===== config.mk =====
export PLATFORM = sky130hd
export DESIGN_NAME = calcoef_bank
export DESIGN_NICKNAME = d
export VERILOG_FILES = /design/src/rtl/calcoef_pkg.sv /design/src/rtl/calcoef_wr_arb.sv /design/src/rtl/calcoef_store.sv /design/src/rtl/calcoef_bank.sv
export SDC_FILE = /design/constraint.sdc
export NUM_CORES = 1
export LEC_CHECK = 0
export CORE_MARGIN = 5
export CORE_UTILIZATION = 35
export DETAILED_ROUTE_END_ITERATION = 12
export DONT_BUFFER_PORTS = 1
export GPL_ROUTABILITY_DRIVEN = 0
export HOLD_SLACK_MARGIN = 0.06
export SYNTH_ARGS = -nofsm -noshare
export SYNTH_HDL_FRONTEND = slang
export SYNTH_HIERARCHICAL = 1
export SYNTH_SLANG_ARGS = --single-unit

===== constraint.sdc =====
create_clock -name clk -period 1.7 [get_ports clk]
set_clock_uncertainty 0.05 [all_clocks]
set_input_delay 0.17 -clock clk [delete_from_list [all_inputs] [get_ports clk]]
set_output_delay 0.17 -clock clk [all_outputs]
set_load 0.005 [all_outputs]

===== src/rtl/calcoef_pkg.sv =====
package calcoef_pkg;

  typedef enum logic [1:0] {
    UPD_SELF_ZS = 2'b00,
    UPD_SELF_FS = 2'b01,
    UPD_SYS_ZS  = 2'b10,
    UPD_SYS_FS  = 2'b11
  } upd_kind_e;

  // one-hot-or-none selection of the register class being written
  typedef struct packed {
    logic sh_off;
    logic sh_gain;
    logic ch_off;
    logic ch_gain;
  } wr_sel_t;

  // address regions, taken from the bits above the channel index
  localparam logic [1:0] REG_SHARED = 2'd0;
  localparam logic [1:0] REG_CH_OFF = 2'd1;
  localparam logic [1:0] REG_CH_GN  = 2'd2;

endpackage


===== src/rtl/calcoef_wr_arb.sv =====
module calcoef_wr_arb
  import calcoef_pkg::*;
#(
  parameter int W      = 24,
  parameter int CH_W   = 3,
  parameter int MODE_W = 3,
  parameter int ADDR_W = CH_W + 2
) (
  input  logic              clk,
  input  logic              rst_n,
  input  logic [MODE_W-1:0] mode,
  input  logic [CH_W-1:0]   sel_chan,
  input  logic [ADDR_W-1:0] host_addr,
  input  logic [W-1:0]      host_wdata,
  input  logic              host_wr,
  input  logic              upd_valid,
  input  logic [1:0]        upd_kind,
  input  logic [W-1:0]      upd_data,
  output wr_sel_t           wr_sel,
  output logic [CH_W-1:0]   wr_ch,
  output logic [W-1:0]      wr_data,
  output logic              host_rej
);

  logic            idle;
  logic            host_ok;
  logic [1:0]      region;
  logic [CH_W-1:0] idx;
  upd_kind_e       kind;

  assign idle    = (mode == '0);
  assign host_ok = host_wr && idle && !upd_valid;
  assign region  = host_addr[ADDR_W-1:CH_W];
  assign idx     = host_addr[CH_W-1:0];
  assign kind    = upd_kind_e'(upd_kind);

  always_comb begin
    wr_sel  = '0;
    wr_ch   = sel_chan;
    wr_data = upd_data;
    if (upd_valid) begin
      unique case (kind)
        UPD_SELF_ZS: wr_sel.sh_off  = 1'b1;
        UPD_SELF_FS: wr_sel.sh_gain = 1'b1;
        UPD_SYS_ZS:  wr_sel.ch_off  = 1'b1;
        UPD_SYS_FS:  wr_sel.ch_gain = 1'b1;
      endcase
    end else if (host_ok) begin
      wr_data = host_wdata;
      wr_ch   = idx;
      case (region)
        REG_SHARED: begin
          if (idx == CH_W'(0)) wr_sel.sh_off  = 1'b1;
          if (idx == CH_W'(1)) wr_sel.sh_gain = 1'b1;
        end
        REG_CH_OFF: wr_sel.ch_off  = 1'b1;
        REG_CH_GN:  wr_sel.ch_gain = 1'b1;
        default: ;
      endcase
    end
  end

  // dropped host strobe -> one-cycle flag
  always_ff @(posedge clk or negedge rst_n) begin
    if (!rst_n) host_rej <= 1'b0;
    else        host_rej <= host_wr && (!idle || upd_valid);
  end

  p_rej_cause_r4: assert property (@(posedge clk) disable iff (!rst_n)
    host_rej |-> ($past(host_wr) && ($past(mode) != '0 || $past(upd_valid))));

  p_locked_no_write_r3: assert property (@(posedge clk) disable iff (!rst_n)
    (host_wr && !idle && !upd_valid) |-> (wr_sel == '0));

  p_update_wins_r10: assert property (@(posedge clk) disable iff (!rst_n)
    (host_wr && upd_valid) |-> (wr_data == upd_data && $countones(wr_sel) == 1));

endmodule


===== src/rtl/calcoef_store.sv =====
module calcoef_store
  import calcoef_pkg::*;
#(
  parameter int W      = 24,
  parameter int NUM_CH = 8,
  parameter int CH_W   = $clog2(NUM_CH)
) (
  input  logic                        clk,
  input  logic                        rst_n,
  input  wr_sel_t                     wr_sel,
  input  logic [CH_W-1:0]             wr_ch,
  input  logic [W-1:0]                wr_data,
  output logic [W-1:0]                sh_off_q,
  output logic [W-1:0]                sh_gain_q,
  output logic [NUM_CH-1:0][W-1:0]    ch_off_q,
  output logic [NUM_CH-1:0][W-1:0]    ch_gain_q
);

  localparam logic [W-1:0] SH_DEFAULT = {1'b1, {(W-1){1'b0}}};
  localparam logic [W-1:0] GN_DEFAULT = {3'b001, {(W-3){1'b0}}};
  localparam logic [W-1:0] OFS_MASK   = ~{2'b01, {(W-2){1'b0}}};

  always_ff @(posedge clk or negedge rst_n) begin
    if (!rst_n) begin
      sh_off_q  <= SH_DEFAULT;
      sh_gain_q <= SH_DEFAULT;
    end else begin
      if (wr_sel.sh_off)  sh_off_q  <= wr_data;
      if (wr_sel.sh_gain) sh_gain_q <= wr_data;
    end
  end

  for (genvar c = 0; c < NUM_CH; c++) begin : g_chan
    always_ff @(posedge clk or negedge rst_n) begin
      if (!rst_n) begin
        ch_off_q[c]  <= '0;
        ch_gain_q[c] <= GN_DEFAULT;
      end else if (wr_ch == CH_W'(c)) begin
        if (wr_sel.ch_off)  ch_off_q[c]  <= wr_data & OFS_MASK;
        if (wr_sel.ch_gain) ch_gain_q[c] <= wr_data;
      end
    end

    p_ofs_bit22_clear_r5: assert property (@(posedge clk) disable iff (!rst_n)
      ch_off_q[c][W-2] == 1'b0);
  end

endmodule


===== src/rtl/calcoef_bank.sv =====
module calcoef_bank
  import calcoef_pkg::*;
#(
  parameter int   COEF_W = 24,
  parameter int   NUM_CH = 8,
  parameter int   MODE_W = 3,
  localparam int  CH_W   = $clog2(NUM_CH),
  localparam int  ADDR_W = CH_W + 2
) (
  input  logic              clk,
  input  logic              rst_n,
  input  logic [MODE_W-1:0] mode,
  input  logic [CH_W-1:0]   sel_chan,
  input  logic [ADDR_W-1:0] host_addr,
  input  logic [COEF_W-1:0] host_wdata,
  input  logic              host_wr,
  output logic [COEF_W-1:0] host_rdata,
  output logic              host_wr_rej,
  input  logic              upd_valid,
  input  logic [1:0]        upd_kind,
  input  logic [COEF_W-1:0] upd_data,
  output logic [COEF_W-1:0] coef_sh_off,
  output logic [COEF_W-1:0] coef_sh_gain,
  output logic [COEF_W-1:0] coef_ch_off,
  output logic [COEF_W-1:0] coef_ch_gain
);

  localparam logic [COEF_W-1:0] OFS_MASK = ~{2'b01, {(COEF_W-2){1'b0}}};

  wr_sel_t                        wr_sel;
  logic [CH_W-1:0]                wr_ch;
  logic [COEF_W-1:0]              wr_data;
  logic [COEF_W-1:0]              sh_off_q, sh_gain_q;
  logic [NUM_CH-1:0][COEF_W-1:0]  ch_off_q, ch_gain_q;
  logic [1:0]                     rd_region;
  logic [CH_W-1:0]                rd_idx;

  calcoef_wr_arb #(
    .W(COEF_W), .CH_W(CH_W), .MODE_W(MODE_W), .ADDR_W(ADDR_W)
  ) arb_i (
    .clk(clk), .rst_n(rst_n), .mode(mode), .sel_chan(sel_chan),
    .host_addr(host_addr), .host_wdata(host_wdata), .host_wr(host_wr),
    .upd_valid(upd_valid), .upd_kind(upd_kind), .upd_data(upd_data),
    .wr_sel(wr_sel), .wr_ch(wr_ch), .wr_data(wr_data), .host_rej(host_wr_rej)
  );

  calcoef_store #(
    .W(COEF_W), .NUM_CH(NUM_CH), .CH_W(CH_W)
  ) store_i (
    .clk(clk), .rst_n(rst_n), .wr_sel(wr_sel), .wr_ch(wr_ch), .wr_data(wr_data),
    .sh_off_q(sh_off_q), .sh_gain_q(sh_gain_q),
    .ch_off_q(ch_off_q), .ch_gain_q(ch_gain_q)
  );

  // host read path, combinational on the address
  assign rd_region = host_addr[ADDR_W-1:CH_W];
  assign rd_idx    = host_addr[CH_W-1:0];

  always_comb begin
    host_rdata = '0;
    case (rd_region)
      REG_SHARED: begin
        if (rd_idx == CH_W'(0)) host_rdata = sh_off_q;
        if (rd_idx == CH_W'(1)) host_rdata = sh_gain_q;
      end
      REG_CH_OFF: host_rdata = ch_off_q[rd_idx];
      REG_CH_GN:  host_rdata = ch_gain_q[rd_idx];
      default: ;
    endcase
  end

  // coefficients toward the datapath
  assign coef_sh_off  = sh_off_q;
  assign coef_sh_gain = sh_gain_q;
  assign coef_ch_off  = ch_off_q[sel_chan];
  assign coef_ch_gain = ch_gain_q[sel_chan];

  p_locked_shared_stable_r3: assert property (@(posedge clk) disable iff (!rst_n)
    (!upd_valid && mode != '0) |=> ($stable(coef_sh_off) && $stable(coef_sh_gain)));

  p_sys_zs_lands_r6: assert property (@(posedge clk) disable iff (!rst_n)
    (upd_valid && upd_kind == UPD_SYS_ZS) |=>
      (sel_chan != $past(sel_chan) || coef_ch_off == ($past(upd_data) & OFS_MASK)));

  p_sys_fs_lands_r7: assert property (@(posedge clk) disable iff (!rst_n)
    (upd_valid && upd_kind == UPD_SYS_FS) |=>
      (sel_chan != $past(sel_chan) || coef_ch_gain == $past(upd_data)));

  p_self_fs_any_mode_r9: assert property (@(posedge clk) disable iff (!rst_n)
    (upd_valid && upd_kind == UPD_SELF_FS) |=> (coef_sh_gain == $past(upd_data)));

endmodule


==> results of run 1 <==
[area by class of cell]
class	count	area [um^2]	area share
timing repair buffer	298	3180	0.108
multi-input combinational	881	13000	0.441
clock buffer	73	1420	0.0482
clock inverter	11	105	0.00357
sequential	425	10600	0.362
tap	864	1080	0.0368
inverter	3	11.3	0.000383
[sequential cells by signal (all words and copies together), names as in the netlist]
signal and count:
store_i/sh_gain_q 24, arb_i/host_rej 1, store_i/ch_off_q 184, store_i/ch_gain_q 192
store_i/sh_off_q 24
[worst max-delay path by stage]
stage | cells past startpoint | slack, ps | to | from
floorplan | 8 | -620 | store_i/ch_gain_q[10]$_DFFE_PN0P_ | mode[1]
global placement | 8 | -680 | store_i/ch_gain_q[92]$_DFFE_PN0P_ | mode[1]
detailed placement | 8 | -700 | store_i/ch_gain_q[94]$_DFFE_PN0P_ | mode[1]
CTS | 4 | -560 | host_rdata[1] | store_i/ch_gain_q[49]$_DFFE_PN0P_
global route | 5 | -610 | host_rdata[20] | store_i/ch_off_q[164]$_DFFE_PN0P_
finish | 5 | -530 | host_rdata[20] | store_i/ch_off_q[140]$_DFFE_PN0P_
[stage by stage]
step	area (um^2)	hold WS, ps	util	setup TNS [ps]
3_5_place_dp	25300	-133	0.386	-222980
2_1_floorplan	23700	-176	-	-167370
3_3_place_gp	25300	-136	0.386	-208270
6_report	29400	-701	0.450	-39640
5_1_grt	29400	-753	0.450	-43630
4_1_cts	28200	-765	0.431	-30660
[cell families after synthesis]
kind of cell    count (synthesis)  synth area share
mux                           763             0.462
compound gates                 76            0.0247
flops                         425             0.463
buf+inv                       154            0.0374
simple gates                   31            0.0124
other cells                     1          0.000163
[power breakdown]
part           switching, uW  internal, uW
clock                   4250          6000
combinational           2660          5900
sequential              1770         12400
total                   8680         24300
[metal layers]
layer  vias to the layer above  GRT usage  part of all wire
met3                       109     0.0529             0.067
met4                         0     0.0484             0.030
met2                       395      0.311              0.47
met1                      7914      0.260              0.43
li1                       6056          -                 -
met5                         -          0                 0
[cells in the final DEF, fill, tap and decap left out, types with 2 or more instances in the layout]
master,n
nand4b_1,3
clkbuf_8,10
o22ai_4,3
buf_12,26
nand4b_4,2
clkbuf_1,14
dfrtp_1,415
nor4b_4,2
buf_6,60
o221ai_1,2
nand2b_2,2
buf_4,144
o21ai_4,2
mux2i_2,4
o21ai_1,11
clkinv_2,9
mux4_2,168
nand2_1,3
dfstp_2,10
mux2i_4,6
o221ai_2,22
mux2i_1,86
mux2_4,324
o21ai_2,10
inv_1,2
a221oi_1,24
nor4bb_4,5
bufinv_16,2
mux2_2,178
conb_1,8
dlygate4sd3_1,51
buf_8,4
clkbuf_16,61
[timing repair]
item | CTS | global route
hold endpoints to repair | 840 | 425
setup endpoints to repair | 164 | 266
gates resized for setup | 107 | 193
pin swaps | 23 | 22
setup buffers | 48 | 36
cloned | 5 | 13
==> out/metrics.yaml, run 1 <==
status:
  outcome: "finished with violations"
  violations: "hold timing, slew limit, setup timing"
timing:
  period_share: 1.31
  finalHoldViolCount: 419
  period_minus_slack_ps: 2230
  fmax_mhz: 448
  finalSetupViolCount: 277
  relSlewSlack: -0.0323
  drv_slew: 47
  hold_ws_ps: -701
  rsz0062_at_grt: "true"
  finalWorstSetupSlack_ps: -531
  worst_pin_slew_ps: 1550
setup_path:
  critPathMaxStageDelay_ps: 460
  crit_arrival_ps: 2010
  endpoint_kind: "output pin"
  crit_type: "reg2out"
  reg2reg_to: "store_i/ch_off_q[187]$_DFFE_PN0P_"
  critical_path_buf_inv_count: 2
  r2r-start: "store_i/ch_off_q[187]$_DFFE_PN0P_"
  start_kind: "register"
  crit_required_ps: 1480
  slowest_stage: "mux4_2"
  crit_chain: "mux4_2, mux2i_1, buf_4, o221ai_2, buf_4"
  cp_max_fo: 2
  reg2reg_depth: 4
  crit_top_cell: "buf_4"
  reg2reg_slack_ps: 530
  crit_family: "multiplexers"
logic_synthesis:
  synthTopCellsByCount: "mux2_2, dfrtp_1, mux4_2"
  yosys-top-cells-area: "dfrtp_1, mux2_2, mux4_2"
  netlist.area_leader.share: 0.452
  yosysUniqueCellTypes: 41
  synth_cells: 1450
  ys_ff_latch: 425
  yosys.area.top_type: "dfrtp_1"
  synth_area_um2: 23000
  syn_avg_cell_area_um2: 15.8
  yosysWarnings: 6
  synth_edf_count: 0
  yosysMostFrequentCell: "mux2_2"
  synthFlopType: "dfrtp_1"
  ys_seq_area_frac: 0.463
  postSynth.asyncResetShare: 1.00
route:
  dr.pass1.iters: 5
  wl_per_cell_um: 28.7
  vias_per_cell: 5.66
  vias: 14474
  drt-initial-drc-count: 999
  drc: 0
  finalWirelength_um: 73200
  ant_nets: 0
power_and_ir_drop:
  powerDensity_nw_per_um2: 1120
  p_leak_uw: 0.0131
  ir_drop_mv: 0.653
  p_total_uw: 33000
cts:
  cts_buffer_depth: 3
  clk_pin_slew_ps: 70
  numClockSinks: 425
  cts_buffers: 47
  cts_hold_buf: 51
  cts_max_level: 2
  clock_latency_ps: 570
  cts_root_buf: "clkbuf_16"
  cts_tree: "done"
floorplanning:
  die-area_um2: 70900
  die-width_um: 266
  num_rows: 94
  core_area_um2: 65400
  pin_count: 186
  die_h_um: 266
  initial_core_util: 0.351
cells_and_area:
  fillCellCount: 5745
  nets: 1721
  area_growth_pct: 28.0
  drive_gt1_frac: 0.630
  n_antenna_cell: 0
  fin_cells: 2555
placed_design:
  dpl.hpwl_um: 41100
  numPortBuffers: 0
  dp_cells: 2327
  pre_cts_slack_ps: -701
global_route:
  track_usage: 0.193
  grt_start_max_net_pins: 426
  grt_pass1_vias: 15554
  antenna_found_initial: 0
  grt_overflow_total: 0
  grt_pass1_wl_um: 104000
worst_hold_path:
  worst_hold_path_type: "in2async"
flow_run:
  drv_cap: 0
Note: power is estimated with default switching activity, not from simulation.
==> run 2, diff against run 1 <==
--- a/config.mk
+++ b/config.mk
@@ -11,6 +11,7 @@
 export DONT_BUFFER_PORTS = 1
 export GPL_ROUTABILITY_DRIVEN = 0
 export HOLD_SLACK_MARGIN = 0.06
+export PLACE_DENSITY_LB_ADDON = 0.1
 export SYNTH_ARGS = -nofsm -noshare
 export SYNTH_HDL_FRONTEND = slang
 export SYNTH_HIERARCHICAL = 1
==> run 2 against run 1 <==
  * The run still ends with hold timing, slew limit, setup timing left
  * Non-clock buffer count shrank 50
  * Register-to-register slack better by 100 ps
  * Cell count down 1.7%
  * Clock power grew 6%
  * Critical path depth unchanged
  * Hold slack lost 18 ps
  * Flip-flop and latch count did not move
  * Sequential share of layout area down 0.14 points
  * First-iteration DRC count is 15% lower
  * Via count decreased by 2.7%
  * Power grew 0.23%
==> out/metrics.yaml, run 2 (synthesized netlist as in run 1, its figures left out) <==
cells_and_area:
  largest_register_ffs: 192  # unchanged
  fillCellCount: 5736  # was 5,745
  reg.largest.list: "store_i/ch_gain_q x192, store_i/ch_off_q x184"  # unchanged
  final_common_cell: "dfrtp_1"  # unchanged
  drive_gt1_frac: 0.619  # was 0.630
  regMostFlops: "store_i/ch_gain_q"  # unchanged
  fin_util: 0.452  # was 0.450
  nets: 1672  # was 1,721
  final_cell_mix: "dfrtp_1, mux2_4, mux4_2"  # was dfrtp_1, mux2_4, mux2_2
  design_area_um2: 29500  # was 29,400 um^2
  area_growth_pct: 28.5  # was 28.0%
power_and_ir_drop:
  powerDensity_nw_per_um2: 1120  # about the same
  p_leak_uw: 0.0132  # was 0.0131 uW
  ir_drop_mv: 0.883  # was 0.653 mV
worst_hold_path:
  worst_hold_path_type: "in2async"  # unchanged
route:
  drt-initial-drc-count: 848  # was 999
  vias: 14089  # was 14.5k
  finalWirelength_um: 78200  # was 73,200 um
  dr.pass1.iters: 5  # unchanged
  ant_nets: 0  # unchanged
  vias_per_cell: 5.61  # was 5.66
  drc: 0  # unchanged
  wl_per_cell_um: 31.1  # was 28.7 um
placed_design:
  dpl.hpwl_um: 41900  # was 41,100 um
  place_area_um2: 25000  # was 25,300 um^2
  pre_cts_slack_ps: -662  # was -701 ps
  numPortBuffers: 0  # unchanged
setup_path:
  crit_type: "reg2out"  # unchanged
  crit_arrival_ps: 2000  # was 2010 ps
  crit_required_ps: 1480  # about the same
  start_kind: "register"  # unchanged
  reg2reg_depth: 3  # was 4
  endpoint_kind: "output pin"  # unchanged
  cp_max_fo: 2  # unchanged
timing:
  period_minus_slack_ps: 2220  # was 2230 ps
  period_share: 1.31  # about the same
  finalWorstSetupSlack_ps: -519  # was -531 ps
  fin_setup_tns_ps: -50210  # was -39,640 ps
  relSlewSlack: -0.932  # was -0.0323
  finalSetupViolCount: 400  # was 277
  hold_ws_ps: -718  # was -701 ps
  drv_slew: 327  # was 47
  fmax_mhz: 451  # was 448 MHz
  rsz0062_at_grt: "true"  # unchanged
  finalHoldViolCount: 425  # was 419
  worst_pin_slew_ps: 2900  # was 1550 ps
global_route:
  track_usage: 0.206  # was 0.193
  grt_overflow_total: 0  # unchanged
  grt_start_max_net_pins: 426  # unchanged
  grt_pass1_vias: 15090  # was 15.6k
  antenna_found_initial: 1  # was 0
  grt_pass1_wl_um: 109000  # was 104,000 um
status:
  violations: "hold timing, slew limit, setup timing"  # unchanged
  outcome: "finished with violations"  # unchanged
floorplanning:
  num_rows: 94  # unchanged
  core_area_um2: 65400  # unchanged
  initial_core_util: 0.351  # unchanged
  die-width_um: 266  # unchanged
  die-area_um2: 70900  # unchanged
  die_h_um: 266  # unchanged
  pin_count: 186  # unchanged
cts:
  cts_tree: "done"  # unchanged
  cts_max_level: 2  # unchanged
  cts_buffers: 51  # was 47
  numClockSinks: 425  # unchanged
  clk_pin_slew_ps: 60  # was 70 ps
  cts_buffer_depth: 3  # unchanged
  cts_hold_buf: 51  # unchanged
  cts_root_buf: "clkbuf_16"  # unchanged
  clock_latency_ps: 580  # was 570 ps
flow_run:
  drv_cap: 0  # unchanged
## run 2: metal layers
| metal | global-route usage | up-vias | wire length, um |
|---|---|---|---|
| li1 | - | 5947 | - |
| met5 | 0 | - | 0 |
| met3 | 0.0514 | 78 | 4220 |
| met1 | 0.295 | 7758 | 36400 |
| met4 | 0.0426 | 0 | 1510 |
| met2 | 0.320 | 306 | 36000 |
## run 2: timing repair
item / in CTS / in global routing
gates resized for setup: 150 / 135
pin swaps: 23 / 10
cloned: 9 / 15
endpoints found under the setup margin: 154 / 419
buffers inserted: 57 / 30
endpoints found under the hold margin: 849 / 425
## run 2: cell type report
cell class / count / area, um^2 / area share
antenna: 2 / 5.00 / 0.000170
multi-input combinational: 878 / 13000 / 0.442
sequential: 425 / 10600 / 0.361
tap: 864 / 1080 / 0.0366
clock inverter: 6 / 33.8 / 0.00114
inverter: 3 / 11.3 / 0.000381
clock buffer: 85 / 1600 / 0.0543
timing repair buffer: 248 / 3100 / 0.105
## run 2: final timing paths
| path | from | to | slack (ps) |
|---|---|---|---|
| hold / removal | rst_n | store_i/sh_off_q[21]$_DFFE_PN0P_ | -720 |
| setup reg to reg | store_i/ch_off_q[51]$_DFFE_PN0P_ | store_i/ch_off_q[51]$_DFFE_PN0P_ | 630 |
| setup / recovery | store_i/ch_off_q[14]$_DFFE_PN0P_ | host_rdata[14] | -520 |
| min in group clk | host_addr[4] | store_i/sh_off_q[1]$_DFFE_PN0P_ | 150 |
| max in group asynchronous | rst_n | store_i/ch_gain_q[94]$_DFFE_PN0P_ | 90 |
| hold reg to reg | store_i/ch_off_q[155]$_DFFE_PN0P_ | store_i/ch_off_q[155]$_DFFE_PN0P_ | 470 |
## run 2: where the power goes
part	switching, uW	internal, uW
registers	1730	12400
clock network	4420	6360
logic	2530	5620
## run 2: stage by stage
stage | power (uW) | std cells
after floorplan | 19400 | 1457
after global placement | 20800 | 2259
after CTS | 32900 | 2466
after global routing | 34600 | 2509
final | 33100 | 2511
after detailed placement | 21000 | 2259
## run 2: worst max-delay path: stages (launching register included)
cell      delay (ps)
dfrtp_1          390
mux4_2           480
mux2i_1          160
buf_4            140
o221ai_2          90
buf_4            160
